### src/rtl/rbist_pkg.sv
package rbist_pkg;

    localparam int CHAR_W  = 8;
    localparam int LFSR_W  = 9;
    localparam logic [1:0] MODE_BIST = 2'b10;
    localparam logic [2:0] CODE_RSVD = 3'b100;

    typedef enum logic [2:0] {
        C_GOOD      = 3'b000,
        C_LAST_GOOD = 3'b010,
        C_START     = 3'b011,
        C_LAST_BAD  = 3'b101,
        C_ERROR     = 3'b110,
        C_WAIT      = 3'b111
    } bist_code_e;

    typedef enum logic [1:0] {
        PH_START,
        PH_HUNT,
        PH_CHECK
    } phase_e;

    typedef struct packed {
        logic       valid;
        bist_code_e code;
    } status_t;

    typedef struct packed {
        logic clr;
        logic load;
        logic adv;
    } lfsr_cmd_t;

    // Fibonacci step: shift left, feedback is parity of tapped bits
    function automatic logic [LFSR_W-1:0] lfsr_step(input logic [LFSR_W-1:0] s,
                                                    input logic [LFSR_W-1:0] taps);
        return {s[LFSR_W-2:0], ^(s & taps)};
    endfunction

    // Place code on flag plus swapped low data lines
    function automatic logic [CHAR_W:0] code_to_bus(input bist_code_e c);
        logic [CHAR_W:0] b;
        b = '0;
        b[CHAR_W] = c[2];
        b[0]      = c[1];
        b[1]      = c[0];
        return b;
    endfunction

endpackage

### src/rtl/rbist_ctrl.sv
module rbist_ctrl
    import rbist_pkg::*;
#(
    parameter logic [CHAR_W-1:0] START_CHAR = 8'hBC
) (
    input  logic              clk,
    input  logic              rst,
    input  logic              bist_en,
    input  logic              pll_locked,
    input  logic              in_valid,
    input  logic [CHAR_W-1:0] in_data,
    input  logic [CHAR_W-1:0] expected,
    input  logic              last,
    output lfsr_cmd_t         cmd,
    output status_t           status
);
    phase_e phase_q, phase_d;
    logic   match;

    assign match = (in_data == expected);

    always_comb begin
        phase_d      = phase_q;
        cmd          = '0;
        status.valid = 1'b0;
        status.code  = C_START;
        if (!bist_en) begin
            phase_d = PH_START;
            cmd.clr = 1'b1;
        end else if (!pll_locked) begin
            phase_d      = PH_START;
            cmd.clr      = 1'b1;
            status.valid = 1'b1;
        end else begin
            unique case (phase_q)
                PH_START: begin
                    status.valid = 1'b1;
                    phase_d      = PH_HUNT;
                end
                PH_HUNT: begin
                    if (in_valid) begin
                        status.valid = 1'b1;
                        status.code  = C_WAIT;
                        if (in_data == START_CHAR) begin
                            cmd.load = 1'b1;
                            phase_d  = PH_CHECK;
                        end
                    end
                end
                PH_CHECK: begin
                    if (in_valid) begin
                        status.valid = 1'b1;
                        cmd.adv      = 1'b1;
                        if (match) status.code = last ? C_LAST_GOOD : C_GOOD;
                        else       status.code = last ? C_LAST_BAD  : C_ERROR;
                    end
                end
                default: phase_d = PH_START;
            endcase
        end
    end

    always_ff @(posedge clk) begin
        if (rst) phase_q <= PH_START;
        else     phase_q <= phase_d;
    end
endmodule

### config.mk
export PLATFORM = sky130hd
export DESIGN_NAME = rbist_ctrl
export DESIGN_NICKNAME = d
export VERILOG_FILES = /design/src/rtl/rbist_pkg.sv /design/src/rtl/rbist_ctrl.sv
export SDC_FILE = /design/constraint.sdc
export NUM_CORES = 1
export LEC_CHECK = 0
export CAP_MARGIN = 10
export CORE_AREA = 2 2 39 41
export CTS_BUF_LIST = sky130_fd_sc_hd__clkbuf_2 sky130_fd_sc_hd__clkbuf_4 sky130_fd_sc_hd__clkbuf_8
export CTS_CLUSTER_DIAMETER = 100
export DETAILED_ROUTE_END_ITERATION = 7
export DIE_AREA = 0 0 41 43
export GPL_TIMING_DRIVEN = 1
export PLACE_DENSITY = 0.7
export SETUP_SLACK_MARGIN = 0.05
export SYNTH_ARGS = -nofsm -noshare
export SYNTH_HDL_FRONTEND = slang
export SYNTH_SLANG_ARGS = --single-unit
### constraint.sdc
create_clock -name clk -period 4.9 [get_ports clk]
set_clock_uncertainty 0.1 [all_clocks]
set_input_delay 0.735 -clock clk [delete_from_list [all_inputs] [get_ports clk]]
set_output_delay 0.735 -clock clk [all_outputs]
set_load 0.005 [all_outputs]
==> impl_metrics.json, run 1 <==
{
  "ir_drop_uv": 119,
  "setup_slack_ps": 1300,
  "status": "completed",
  "synth_compound_area_share_pct": 11.8,
  "grt_max_degree": 7,
  "synth-simple-area-share_pct": 29.7,
  "fin_crit_ps": 3600,
  "power.density_mw_per_mm2": 128,
  "drv_cap": 0,
  "firstDrtPassIters": 2,
  "start_util_pct": 26.8,
  "syn_area_per_cell_um2": 7.26,
  "max_stage_delay_ps": 460,
  "regArea_um2": 40.0,
  "start_kind": "primary input",
  "die_area_mm2": 0.00176,
  "syn_area_um2": 370,
  "fin_setup_tns_ps": 0,
  "tritoncts": "built",
  "ctsHoldBuffers": 0,
  "drt_iter0_drc": 1,
  "critPathMaxFanout": 2,
  "slew_violations": 0,
  "yosysWarnings": 0,
  "synth_cell_types": 19,
  "hold_violations": 0,
  "dpl.hpwl_um": 864,
  "ctsLongestPathBuffers": 2,
  "worstPathArrival_ps": 2770,
  "boundaryPins": 29,
  "grt_usage_pct": 12.2,
  "largestRegisters": "phase_q (2)",
  "clkSlewWorstSetupHoldPaths_ps": 30,
  "insertion_delay_ps": 220,
  "crit_type": "in2out",
  "ys_seq_elements": 2,
  "hp-class": "reg2reg",
  "grt_pass1_wl_um": 1490,
  "synthXorXnorAreaFrac_pct": 18.9,
  "ant_nets": 0,
  "rows": 14,
  "synthAdderAreaFrac_pct": 20.3,
  "diodes": 0,
  "holdWs_ps": 410,
  "placed_area_um2": 671,
  "cts_htree_levels": 1,
  "ctsResizeCount": 0,
  "setup_violations": 0,
  "largest_reg_flops": 2,
  "clk_root_buffer_cell": "clkbuf_4",
  "ys_seq_area_share_pct": 10.8,
  "syn_to_final_growth_pct": 87.2,
  "multiInputGateArea_um2": 319,
  "numClockSinks": 2,
  "wl_per_cell_um": 10.3,
  "die_y_um": 43,
  "critical_path.top_delay_family": "buffers and inverters",
  "routed-via-count": 453,
  "slowest_stage": "clkdlybuf4s50_1",
  "grt_pass1_vias": 430,
  "cts_buffers": 3,
  "max_slew.worst_pin.slew_ps": 389,
  "rsz0062_at_grt": "false",
  "nFillCells": 144,
  "fin_crit_sh_pct": 73.5,
  "final_common_cell": "clkdlybuf4s50_1",
  "post_cts_buffers": 0,
  "fin_util_pct": 50.1,
  "path_buf_inv": 2,
  "place.gp.congestion": 0.683,
  "drive_above_1_share_pct": 4.88,
  "post-place-ws_ps": 1250,
  "drc_errors": 0,
  "cellLeakagePower_nw": 0.270,
  "top_register": "phase_q",
  "fin_nets": 112,
  "synth_cells": 51,
  "design_area_um2": 693,
  "synth_top_family_by_area": "simple AND/OR/NAND/NOR gates",
  "total_power_mw": 0.0885,
  "dpl.cell_count": 95,
  "grt_remaining_overflow": 0,
  "muxShareOfSynthArea_pct": 5.41,
  "cp.required_ps": 4070,
  "synthesis.nets": 79,
  "final_cells": 98,
  "max_freq_mhz": 277,
  "core_mm2": 0.00138,
  "mostFrequentLayoutCells": "clkdlybuf4s50_1 (28), nand2_1 (11), xor2_1 (8), ha_1 (6), nor2_1 (4)",
  "via_per_inst": 4.62,
  "antenna_found_initial": 0,
  "place.port_buffers": 28,
  "slew_headroom_pct": 73.8,
  "die_x_um": 41,
  "finalWirelength_um": 1010,
  "worst_setup_path_end_kind": "primary output",
  "path_cells": "clkdlybuf4s50_1, xor2_1, nor4_1, nand2_1, ha_1, o21ai_0, nand2_1, clkdlybuf4s50_1"
}
## cell families (layout without fill, tap and decap cells)
logic type,Yosys count,after routing
AOI/OAI and AO/OA,7,7
DFF,2,2
adders and majority gates,6,6
and+or+nand+nor,23,23
xor gates and xnor gates,8,8
buffers and inverters,3,34
muxes,2,2
## cells in the mapped netlist
| cell type | count | area (um2) |
|---|---|---|
| and2_1 | 1 | 6.26 |
| mux2i_1 | 2 | 20.0 |
| or2_2 | 1 | 6.26 |
| xor2_1 | 8 | 70.1 |
| nor2_1 | 4 | 15.0 |
| and4b_1 | 1 | 10.0 |
| nand4_1 | 1 | 6.26 |
| nor3_1 | 1 | 5.00 |
| o21a_1 | 1 | 7.51 |
| inv_1 | 3 | 11.3 |
| nor4_1 | 2 | 12.5 |
| nor3b_1 | 1 | 7.51 |
| o21ai_0 | 3 | 15.0 |
| ha_1 | 6 | 75.1 |
| nand2_1 | 11 | 41.3 |
| a21oi_1 | 1 | 5.00 |
| dfxtp_1 | 2 | 40.0 |
| a21boi_0 | 1 | 7.51 |
| o31a_1 | 1 | 8.76 |
## area by class of cell
type	instances	share of cell area, %
Clock buffer	3	3.25
Inverter	3	1.62
Multi-Input combinational cell	46	46.0
Sequential cell	2	5.78
Tap cell	16	2.89
Timing Repair Buffer	28	40.4
## final timing paths
kind	endpoint	slack, ps	start	cells after the start
max	status[1]	1300	in_data[1]	8
min	phase_q[1]	410	phase_q[1]	2
max reg2reg	phase_q[1]	3350	phase_q[0]	5
min reg2reg	phase_q[1]	410	phase_q[1]	2
## worst reg2reg max path, delay by kind of cell, from the launching register on
family	cells	cell delay (ps)
buf+inv	1	90
fa+ha+maj	1	260
simple gates	1	320
flops	1	390
mux	1	130
compound gates	1	140
## where the power goes
| group | total [mW] | switching [mW] | internal (mW) |
|---|---|---|---|
| sequential | 0.0174 | 0.000570 | 0.0169 |
| clock | 0.0363 | 0.00925 | 0.0270 |
| combinational | 0.0348 | 0.0117 | 0.0231 |
## metal layers
metal	routed length, um	part of all wire, %	vias to the layer above	GRT usage, %
met2	493	49	20	21.3
met1	365	36	198	11.2
met3	155	15	0	3.66
met5	0	0	-	0
li1	-	-	235	-
met4	0	0	0	8.00
No activity file was read; power rests on OpenSTA's default activity.
==> inputs of run 2 (changes only) <==
Settings changed: PLACE_DENSITY 0.7 to 0.73.
Clock period 4.9 ns to 3.1 ns, I/O delays scaled along.
==> impl_metrics.json, run 2 (synthesis gave the netlist of run 1 again) <==
{
  "status": "completed",
  "antenna_found_initial": 0,
  "core_mm2": 0.00138,
  "fin_crit_ps": 2910,
  "cts_buffers": 3,
  "swShare_pct": 24.5,
  "insertion_delay_ps": 220,
  "p_comb_share_pct": 41.4,
  "tritoncts": "built",
  "top_layer": "met3",
  "power_frac_clock_pct": 39.3,
  "slew_headroom_pct": 80.8,
  "boundaryPins": 29,
  "regArea_um2": 40.0,
  "critPathMaxFanout": 2,
  "dpl.cell_count": 95,
  "placed_area_um2": 671,
  "largestRegisters": "phase_q (2)",
  "cellLeakagePower_nw": 0.282,
  "max_freq_mhz": 344,
  "top_register": "phase_q",
  "mostFrequentLayoutCells": "clkdlybuf4s50_1 (27), nand2_1 (11), xor2_1 (8), ha_1 (6), nor2_1 (4)",
  "crit_type": "in2out",
  "grt_pass1_vias": 385,
  "hold_violations": 0,
  "grt_usage_pct": 11.1,
  "dr_wl_met2_um": 493,
  "cp.required_ps": 2530,
  "start_util_pct": 26.8,
  "clkSlewWorstSetupHoldPaths_ps": 30,
  "numClockSinks": 2,
  "ctsLongestPathBuffers": 2,
  "fin_nets": 114,
  "start_kind": "primary input",
  "largest_reg_flops": 2,
  "worstPathArrival_ps": 2350,
  "met1_length_um": 373,
  "grt_remaining_overflow": 0,
  "rows": 14,
  "final_cells": 100,
  "max_slew.worst_pin.slew_ps": 286,
  "multiInputGateArea_um2": 332,
  "fin_setup_tns_ps": 0,
  "firstDrtPassIters": 4,
  "fin_util_pct": 52.3,
  "worst_setup_path_end_kind": "primary output",
  "place.port_buffers": 28,
  "place.gp.congestion": 0.676,
  "drt_iter0_drc": 2,
  "holdWs_ps": 402,
  "grt_max_degree": 7,
  "slew_violations": 0,
  "rsz0062_at_grt": "false",
  "power.density_mw_per_mm2": 197,
  "drc_errors": 0,
  "pwr-share-seq_pct": 19.3,
  "switchingPower_mw": 0.0350,
  "dpl.hpwl_um": 798,
  "fin_crit_sh_pct": 93.9,
  "final_common_cell": "clkdlybuf4s50_1",
  "clk_root_buffer_cell": "clkbuf_4",
  "hp-class": "reg2reg",
  "cts_htree_levels": 1,
  "design_area_um2": 723,
  "die_y_um": 43,
  "diodes": 0,
  "wl_per_cell_um": 9.63,
  "ant_nets": 0,
  "drv_cap": 0,
  "syn_to_final_growth_pct": 95.3,
  "die_x_um": 41,
  "grt_pass1_wl_um": 1360,
  "routed-via-count": 449,
  "drive_above_1_share_pct": 9.52,
  "intPower_mw": 0.108,
  "nFillCells": 142,
  "setup_violations": 0,
  "routed-wl-met3_um": 96,
  "die_area_mm2": 0.00176,
  "ir_drop_uv": 199,
  "via_per_inst": 4.49,
  "finalWirelength_um": 963
}
run 2: cell count changes in the layout (fill, tap and decap cells not counted), sizes merged:
cell | before | now
buf | 0 | 2
clkdlybuf4s50 | 28 | 27
dlymetal6s2s | 0 | 1
run 2: path summary, 6_finish.rpt:
| path | depth (start not counted) | endpoint | slack [ps] | from |
|---|---|---|---|---|
| min reg2reg | 2 | phase_q[1] | 400 | phase_q[1] |
| max reg2reg | 5 | phase_q[0] | 1560 | phase_q[0] |
| max | 8 | status[0] | 190 | in_data[6] |
| min | 2 | phase_q[1] | 400 | phase_q[1] |
run 2: timing repair:
action / in CTS / in global routing
resized for setup: 2 / 2
buffers inserted: 0 / 2
endpoints found under the setup margin: 1 / 2
hold buffers: 0 / 0
pin swaps: 0 / 3
run 2: worst max-delay path, stage by stage:
cell and delay (ps):
clkdlybuf4s50_1 430, xor2_1 160, nor4_2 340, nand2_1 100, ha_1 180, o21ai_0 150, nand2_1 70, clkdlybuf4s50_1 450
run 2: cell type report:
type | instances | share of cell area [%]
Clock buffer | 3 | 3.11
Sequential cell | 2 | 5.54
Multi-Input combinational cell | 46 | 45.8
Inverter | 3 | 1.56
Timing Repair Buffer | 30 | 41.2
Tap cell | 16 | 2.77
run 2: through the flow:
stage          power [mW]  worst slack, ps
2_1_floorplan      0.0458             1070
3_3_place_gp       0.0826             78.3
3_5_place_dp       0.0828             33.3
4_1_cts             0.145             74.2
5_1_grt             0.154             57.7
6_report            0.143              189
run 2: power groups by stage:
stage          registers [mW]  logic (mW)  clock network, mW
2_1_floorplan          0.0277      0.0181                  0
3_3_place_gp           0.0279      0.0547                  0
3_5_place_dp           0.0279      0.0549                  0
4_1_cts                0.0275      0.0579             0.0599
5_1_grt                0.0277      0.0643             0.0617
6_report               0.0275      0.0592             0.0561
run 2: metal layers:
metal	up-vias	GRT usage (%)
met2	14	19.1
met3	0	2.62
met5	-	0
li1	240	-
met4	0	6.00
met1	195	11.5
==> inputs of run 3 (changes only) <==
Settings changed: CAP_MARGIN 10 to default.
==> results of run 3 <==
The final DEF is identical to that of run 2; final timing and power are the same.
